===== src/rtl/dds_sine_pkg.sv =====
package dds_sine_pkg;

    // One quarter of the wave at quarter index x, offset by mid-scale.
    function automatic int quarter_amp(input int x, input int addr_w, input int amp_w);
        int qlen;
        int mid;
        int half;
        qlen = 1 << (addr_w - 2);
        mid  = 1 << (amp_w - 1);
        half = mid - 1;
        return mid + (half * (2 * qlen * x - x * x)) / (qlen * qlen);
    endfunction

    // Full-cycle sample at table index idx, built from the quarter shape.
    function automatic int full_amp(input int idx, input int addr_w, input int amp_w);
        int qlen;
        int mid;
        int quad;
        int low;
        int x;
        int v;
        qlen = 1 << (addr_w - 2);
        mid  = 1 << (amp_w - 1);
        quad = idx / qlen;
        low  = idx % qlen;
        x    = ((quad % 2) == 1) ? (qlen - 1 - low) : low;
        v    = quarter_amp(x, addr_w, amp_w);
        return (quad >= 2) ? (2 * mid - v) : v;
    endfunction

endpackage


===== src/rtl/dds_pwm_timer.sv =====
module dds_pwm_timer #(
    parameter int CNT_W = 8
) (
    input  logic             clk_i,
    input  logic             rst_ni,
    input  logic [CNT_W-1:0] duty_i,
    output logic             ovf_o,
    output logic             pwm_o,
    output logic [CNT_W-1:0] cmp_o
);
    localparam logic [CNT_W-1:0] CNT_LAST = '1;

    typedef struct packed {
        logic [CNT_W-1:0] cnt;
        logic [CNT_W-1:0] shadow;
        logic [CNT_W-1:0] cmp;
    } tmr_t;

    tmr_t s_d, s_q;
    logic wrap;

    always_comb begin
        s_d        = s_q;
        wrap       = (s_q.cnt == CNT_LAST);
        s_d.cnt    = s_q.cnt + 1'b1;
        // shadow follows the table sample; compare takes it only at wrap
        s_d.shadow = duty_i;
        if (wrap) begin
            s_d.cmp = s_q.shadow;
        end
    end

    always_ff @(posedge clk_i or negedge rst_ni) begin
        if (!rst_ni) begin
            s_q <= '0;
        end else begin
            s_q <= s_d;
        end
    end

    assign ovf_o = wrap;
    assign pwm_o = (s_q.cnt < s_q.cmp);
    assign cmp_o = s_q.cmp;
endmodule


===== src/rtl/dds_phase_acc.sv =====
module dds_phase_acc #(
    parameter int ACC_W = 24,
    parameter int ACT_W = 20
) (
    input  logic             clk_i,
    input  logic             rst_ni,
    input  logic             step_i,
    input  logic             sync_i,
    input  logic [ACC_W-1:0] tune_i,
    output logic [ACT_W-1:0] phase_o
);
    localparam logic [ACC_W-1:0] ACT_MASK = ACC_W'((longint'(1) << ACT_W) - 1);

    typedef struct packed {
        logic [ACC_W-1:0] acc;
        logic             sync_prev;
        logic             pend;
    } ph_t;

    ph_t  s_d, s_q;
    logic rise;

    always_comb begin
        s_d           = s_q;
        rise          = sync_i & ~s_q.sync_prev;
        s_d.sync_prev = sync_i;
        s_d.pend      = s_q.pend | rise;
        if (step_i) begin
            if (s_q.pend | rise) begin
                s_d.acc = '0;
            end else begin
                s_d.acc = (s_q.acc + tune_i) & ACT_MASK;
            end
            s_d.pend = 1'b0;
        end
    end

    always_ff @(posedge clk_i or negedge rst_ni) begin
        if (!rst_ni) begin
            s_q <= '0;
        end else begin
            s_q <= s_d;
        end
    end

    assign phase_o = s_q.acc[ACT_W-1:0];
endmodule


===== src/rtl/dds_sine_lut.sv =====
module dds_sine_lut
    import dds_sine_pkg::*;
#(
    parameter int ADDR_W  = 8,
    parameter int AMP_W   = 8,
    parameter bit QUARTER = 1'b1
) (
    input  logic [ADDR_W-1:0] addr_i,
    output logic [AMP_W-1:0]  sample_o
);
    localparam int DEPTH = 1 << ADDR_W;
    localparam int QA_W  = ADDR_W - 2;
    localparam int QLEN  = 1 << QA_W;

    if (QUARTER) begin : g_quarter
        logic [AMP_W-1:0] rom [QLEN];
        logic [1:0]       quad;
        logic [QA_W-1:0]  low;
        logic [QA_W-1:0]  idx;
        logic [AMP_W-1:0] v;

        for (genvar g = 0; g < QLEN; g++) begin : g_ent
            assign rom[g] = AMP_W'(quarter_amp(g, ADDR_W, AMP_W));
        end

        always_comb begin
            quad     = addr_i[ADDR_W-1:ADDR_W-2];
            low      = addr_i[QA_W-1:0];
            idx      = quad[0] ? ~low : low;
            v        = rom[idx];
            sample_o = quad[1] ? (AMP_W'(0) - v) : v;
        end
    end else begin : g_full
        logic [AMP_W-1:0] rom [DEPTH];

        for (genvar g = 0; g < DEPTH; g++) begin : g_ent
            assign rom[g] = AMP_W'(full_amp(g, ADDR_W, AMP_W));
        end

        assign sample_o = rom[addr_i];
    end
endmodule


===== src/rtl/dds_sine_pwm.sv =====
module dds_sine_pwm #(
    parameter int CNT_W   = 8,
    parameter int ACC_W   = 24,
    parameter int ACT_W   = 20,
    parameter int ADDR_W  = 8,
    parameter bit QUARTER = 1'b1
) (
    input  logic             clk_i,
    input  logic             rst_ni,
    input  logic [ACC_W-1:0] tune_i,
    input  logic             sync_i,
    output logic             pwm_o,
    output logic             square_o,
    output logic             ovf_o
);
    localparam int AMP_W = CNT_W;

    logic [ACT_W-1:0]  phase_w;
    logic [ADDR_W-1:0] addr_w;
    logic [AMP_W-1:0]  sample_w;
    logic [CNT_W-1:0]  cmp_w;

    dds_pwm_timer #(.CNT_W(CNT_W)) u_timer (
        .clk_i  (clk_i),
        .rst_ni (rst_ni),
        .duty_i (sample_w),
        .ovf_o  (ovf_o),
        .pwm_o  (pwm_o),
        .cmp_o  (cmp_w)
    );

    dds_phase_acc #(.ACC_W(ACC_W), .ACT_W(ACT_W)) u_phase (
        .clk_i   (clk_i),
        .rst_ni  (rst_ni),
        .step_i  (ovf_o),
        .sync_i  (sync_i),
        .tune_i  (tune_i),
        .phase_o (phase_w)
    );

    assign addr_w = phase_w[ACT_W-1 -: ADDR_W];

    dds_sine_lut #(.ADDR_W(ADDR_W), .AMP_W(AMP_W), .QUARTER(QUARTER)) u_lut (
        .addr_i   (addr_w),
        .sample_o (sample_w)
    );

    assign square_o = phase_w[ACT_W-1];
endmodule


===== config.mk =====
export PLATFORM = sky130hd
export DESIGN_NAME = dds_sine_pwm
export DESIGN_NICKNAME = d
export VERILOG_FILES = /design/src/rtl/dds_sine_pkg.sv /design/src/rtl/dds_pwm_timer.sv /design/src/rtl/dds_phase_acc.sv /design/src/rtl/dds_sine_lut.sv /design/src/rtl/dds_sine_pwm.sv
export SDC_FILE = /design/constraint.sdc
export NUM_CORES = 1
export LEC_CHECK = 0
export BUFFER_PORTS_ARGS = -buffer_cell sky130_fd_sc_hd__buf_2
export CAP_MARGIN = 10
export CORE_ASPECT_RATIO = 1.5
export CORE_MARGIN = 10
export CORE_UTILIZATION = 50
export DETAILED_ROUTE_END_ITERATION = 6
export GPL_TIMING_DRIVEN = 0
export PLACE_DENSITY_LB_ADDON = 0.2
export SLEW_MARGIN = 40
export SYNTH_ARGS = -nofsm -noshare
export SYNTH_HDL_FRONTEND = slang
export SYNTH_SLANG_ARGS = --single-unit

===== constraint.sdc =====
create_clock -name clk_i -period 3 [get_ports clk_i]
set_input_delay 0.45 -clock clk_i [delete_from_list [all_inputs] [get_ports clk_i]]
set_output_delay 0.45 -clock clk_i [all_outputs]
set_load 0.005 [all_outputs]

After elaboration in Yosys (flattened, before gate mapping). Memory sizes are Yosys's and may differ from the RTL's. Index checks and enable logic that the tools add are counted.

Register bits: 46. Memory bits (read-only): 512. Output and inout bits: 3. Word-level logic and storage cells: 24. Memories kept: 1.

$add $sub $neg: 3. $lt $le $gt $ge: 2. Eq/ne operators: 1. Muxes and demuxes: 6. Bitwise logic cells: 5.

Memory list: (name not given) (words 64, width 8, read ports 1, clocked after Yosys merged registers in 0, write ports 0, RTL line dds_sine_lut.sv:30) `v = rom[idx];`.

Operators with widths (number): $mux 8 (3); $add 20x20->20 (1); $mux 20 (1); $add 8x1->8 const B (1); $eq 8x8->1 const B (1); $lt 8x8->1 (1); $sub 1x8->8 const A (1); $ge 7x7->1 const B (1); $not 6->7 (1); $mux 6 (1); $not 6->6 (1); $and 1x1->1 (1); $mux 1 (1); $not 1->1 (1); $or 1x1->1 (1).

Logic depth before layout (Yosys ltp).
Word-level depth: 8. Mapped depth: 16. Gate-level depth less buffers: 12.

Hierarchy. A second synthesis with hierarchy kept.

Cell total of the unflattened synthesis: 537. Area total of the unflattened synthesis: 4590.7 um^2.

By module, submodules not included: dds_phase_acc (instances 1, cells an instance 217, area each 2000.7 um^2, seq. area each 550.5 um^2); dds_sine_lut (instances 1, cells an instance 235, area each 1526.5 um^2, seq. area each 0.0 um^2); dds_pwm_timer (instances 1, cells an instance 85, area each 1063.5 um^2, seq. area each 600.6 um^2).

Least setup slack after synthesis. No wires, ideal clock.

Path type: register to register. From: register u_phase.s_q, in the netlist u_phase.phase_o[18]. To: register u_timer.s_q[14] (netlist bit). Library setup time: 0.128 ns. Arrival time: 3.100 ns. Data required time: 2.872 ns. Setup slack: -0.228 ns. Stages on the path, launching flop included: 16. Path through: dfrtp_1 -> buf_2 -> buf_4 -> buf_2 -> xor2_1 -> inv_1 -> ha_1 -> clkbuf_1 -> mux2_2 -> mux2i_1 -> a211oi_1 -> o22ai_1 -> a21oi_1 -> a31oi_1 -> a41oi_1 -> xnor2_1.

Cells in the longest elaborated chain, start to end: 7.

Ends and longest elaborated chain: start, declared (RTL line dds_phase_acc.sv:20) `ph_t s_d, s_q;`; start signal, assigned (RTL line dds_phase_acc.sv:40) `s_q <= '0;`; start signal, assigned (RTL line dds_phase_acc.sv:42) `s_q <= s_d;`; $mux 6 (*) (RTL line dds_sine_lut.sv:29) `idx = quad[0] ? ~low : low;`; $not 6->7 (implied by the code) (*) (RTL line dds_sine_lut.sv:30); $mem_v2 64x8 (*); $mux 8 (implied by the code) (*) (2 in a row) (RTL line dds_sine_lut.sv:30); $sub 1x8->8 (RTL line dds_sine_lut.sv:31) `sample_o = quad[1] ? (AMP_W'(0) - v) : v;`; $mux 8 (*) (RTL line dds_sine_lut.sv:31); via sample_w[6] (RTL line dds_sine_pwm.sv:20) `logic [AMP_W-1:0] sample_w;`; end signal, assigned (RTL line dds_pwm_timer.sv:35) `s_q <= '0;`; end signal, assigned (RTL line dds_pwm_timer.sv:37) `s_q <= s_d;`; end, declared (RTL line dds_pwm_timer.sv:19) `tmr_t s_d, s_q;`.

Mark *: on every way through the listed nets, which the timed path passes. The rest lies on a longest branch. The select of a mux whose other input is x is not followed. A chain may end at the register's enable or synchronous reset.

Worst setup path in the final report. Same ends and word-level chain as after synthesis.

==> flow_metrics.env <==
export IMPL_hp_class="in -> async"
export IMPL_port_buffer_count=25
export IMPL_ys_ff_latch=46
export IMPL_viasPerCell=6.25
export IMPL_die_y_um=133
export IMPL_area_delta_synth_final_pct=18.0
export IMPL_fp_row_count=41
export IMPL_synth_distinct_cells=70
export IMPL_die_w_um=95.4
export IMPL_final_util_pct=60.2
export IMPL_vias=4237
export IMPL_grt_max_degree=47
export IMPL_wl_met2_um=6650
export IMPL_dr_pass1_iters=5
export IMPL_io_pin_count=30
export IMPL_grt_setup_unrepaired="yes"
export IMPL_initialDrtViolationCount=310
export IMPL_diodes=0
export IMPL_synth_area_top_cells="dfrtp_1 (27%), ha_1 (11%), o21ai_0 (5.3%)"
export IMPL_crit_chain="buf_12 > buf_8 > xor2_4 > inv_4 > ha_4 > mux2_4 > o22ai_4 > a21oi_2 > o21bai_1 > nand4_1 > ha_2 > a41oi_2 > xnor2_1"
export IMPL_cp_end_kind="register"
export IMPL_grt_pass1_wl_um=21500
export IMPL_slowest_delay_ns=0.46
export IMPL_synth_top_area_share_pct=27.0
export IMPL_syn_area_um2=4260
export IMPL_cts_buffer_depth=2
export IMPL_cts_sinks=46
export IMPL_wl_met3_um=752
export IMPL_leakage_uw=0.00217
export IMPL_vdd_drop_max_uv=273
export IMPL_power_density_nw_per_um2=265
export IMPL_period_share_pct=98.6
export IMPL_setup_worst_path_start_class="register"
export IMPL_antenna_found_initial=0
export IMPL_post_synth_top_count_cell="nand2_1"
export IMPL_syn_instance_count=529
export IMPL_drc=0
export IMPL_slowest_stage="dfrtp_2"
export IMPL_path_clk_slew_ns=0.06
export IMPL_yosysWarnings=0
export IMPL_fmaxAchievable_mhz=338
export IMPL_maxCapViolCount=0
export IMPL_layout_min_cycle_time_ns=2.96
export IMPL_synth_top_flop_cell="dfrtp_1"
export IMPL_wl_per_cell_um=19.6
export IMPL_met1_length_um=4930
export IMPL_ys_seq_area_share_pct=27.0
export IMPL_setup_viol=0
export IMPL_start_util_pct=51.0
export IMPL_top_layer_used="met4"
export IMPL_final_nets=634
export IMPL_status="complete, no violations"
export IMPL_tightest_slew_ns=0.604
export IMPL_gp_congestion=1.01
export IMPL_setup_tns_ns=0
export IMPL_globalRouteTotalUtil_pct=21.0
export IMPL_ctsHtreeMaxLevel=2
export IMPL_cts_root_buffer="clkbuf_16"
export IMPL_dp_hpwl_um=9700
export IMPL_finalClockSkew_ns=0.00584
export IMPL_dieArea_um2=12700
export IMPL_syn_nets=593
export IMPL_synth_edf_count=0
export IMPL_gr_total_overflow=0
export IMPL_hold_viol_final=0
export IMPL_holdBufCountCts=0
export IMPL_syn_avg_cell_area_um2=8.06
export IMPL_drive_above_1_share_pct=21.7
export IMPL_fillers=778
export IMPL_worstPathRequired_ns=3.17
export IMPL_wl_um=13300
export IMPL_cts_tree="yes"
export IMPL_synth_async_reset_ratio_pct=100
export IMPL_max_slew_margin_rel_pct=59.8
export IMPL_insertion_delay_ns=0.29
export IMPL_worstPathArrival_ns=3.13
export IMPL_yosysTopAreaCell="dfrtp_1"
export IMPL_grt_pass1_vias=4321
export IMPL_coreArea_um2=8360
export IMPL_ant_nets=0
export IMPL_critPathKind="reg -> reg"
export IMPL_numCtsBuffers=5
export IMPL_slew_viol_final=0
export IMPL_worstPathMaxFanout=7
export IMPL_synth_top_cells_by_count="nand2_1 (55), dfrtp_1 (46), o21ai_0 (45)"
## cell usage in the layout, fill, tap and decap left out, drive strengths merged, types with 3 or more instances in the layout
cell type and count:
o211ai 7, o41ai 3, nor3 11, o21bai 4, nand3b 3, o31ai 6, and3 9, clkbuf 13
a31oi 11, and2 3, or2 6, xor2 15, ha 36, clkinv 3, buf 61, o21ai 49
a211o 3, nor2b 9, xnor2 14, o22ai 13, a211oi 9, a21o 20, nor2 29, nand2b 13
a21oi 36, nand2 55, nand4 3, inv 24, nand3 15, mux2i 7, dfrtp 46
## registers in the layout, summed over array words and instances, names as in the netlist
register	flops
u_phase.phase_o	20
u_phase.s_q	2
u_timer.cmp_o	8
u_timer.s_q	16
## timing repair
item                                    4_1_cts  5_1_grt
pin swaps                                     6       17
gates resized for setup                      31       32
setup buffers                                 9        5
endpoints found under the setup margin        8       11
## report_power, final
group	internal [uW]	switching, uW
combinational	71.1	94.1
sequential	622	1.43
clock	309	237
total	1000	333
## cell families (layout without fill, tap and decap cells)
kind of cell | Yosys count | after routing | synth area share (%)
AO/OA/AOI/OAI | 187 | 187 | 29.0
buffers and inverters | 59 | 101 | 5.96
flip-flops | 46 | 46 | 27.0
multiplexers | 10 | 10 | 2.70
XOR/XNOR | 29 | 29 | 5.96
AND/OR/NAND/NOR | 161 | 161 | 18.3
adder cells (fa/ha/maj) | 37 | 37 | 11.0
## per-stage QoR
step | area (um^2) | total power [uW] | setup WS, ns | std cells | hold WS, ns
after detailed placement | 4550 | 793 | -0.782 | 661 | 0.426
after global routing | 5030 | 1390 | -0.0613 | 678 | 0.195
after CTS | 4870 | 1340 | -0.0140 | 675 | 0.183
after global placement | 4550 | 789 | -0.795 | 661 | 0.425
after floorplan | 4290 | 741 | 0.0258 | 529 | 0.154
final | 5030 | 1330 | 0.0408 | 678 | 0.159
## final cells by class
class,instances,area (um^2),area share [%]
Timing Repair Buffer,39,233,4.63
Tap cell,107,134,2.66
Sequential cell,46,1150,22.9
Multi-Input combinational cell,424,3090,61.5
Clock inverter,2,13.8,0.274
Clock buffer,6,129,2.56
Buffer,29,179,3.56
Inverter,25,96.3,1.92
## worst max-delay path, delay by kind of cell (launching register included)
family,cells,cell delay (ns)
AOI/OAI and AO/OA,4,0.53
buffers and inverters,3,0.37
adders and majority gates,2,0.50
muxes,1,0.32
xor gates and xnor gates,2,0.46
and+or+nand+nor,1,0.21
DFF,1,0.46
## final timing paths
check / end / cells after the start / start / slack [ns]
min: u_phase.phase_o[8]$_DFFE_PN0P_ / 1 / rst_ni / 0.16
max reg2reg: u_timer.s_q[14]$_DFF_PN0_ / 13 / u_phase.phase_o[18]$_DFFE_PN0P_ / 0.04
max: u_timer.s_q[14]$_DFF_PN0_ / 13 / u_phase.phase_o[18]$_DFFE_PN0P_ / 0.04
min in group clk_i: u_phase.s_q[1]$_DFF_PN0_ / 1 / sync_i / 0.29
min reg2reg: u_timer.cmp_o[2]$_DFFE_PN0P_ / 2 / u_timer.s_q[10]$_DFF_PN0_ / 0.44
max in group asynchronous: u_phase.phase_o[18]$_DFFE_PN0P_ / 1 / rst_ni / 2.40
## layer usage
layer / up-vias / global-route usage (%)
li1: 1998 / -
met1: 2002 / 22.9
met2: 164 / 36.0
met3: 73 / 3.21
met4: 0 / 14.0
met5: - / 0
(Power assumes the default switching activity.)
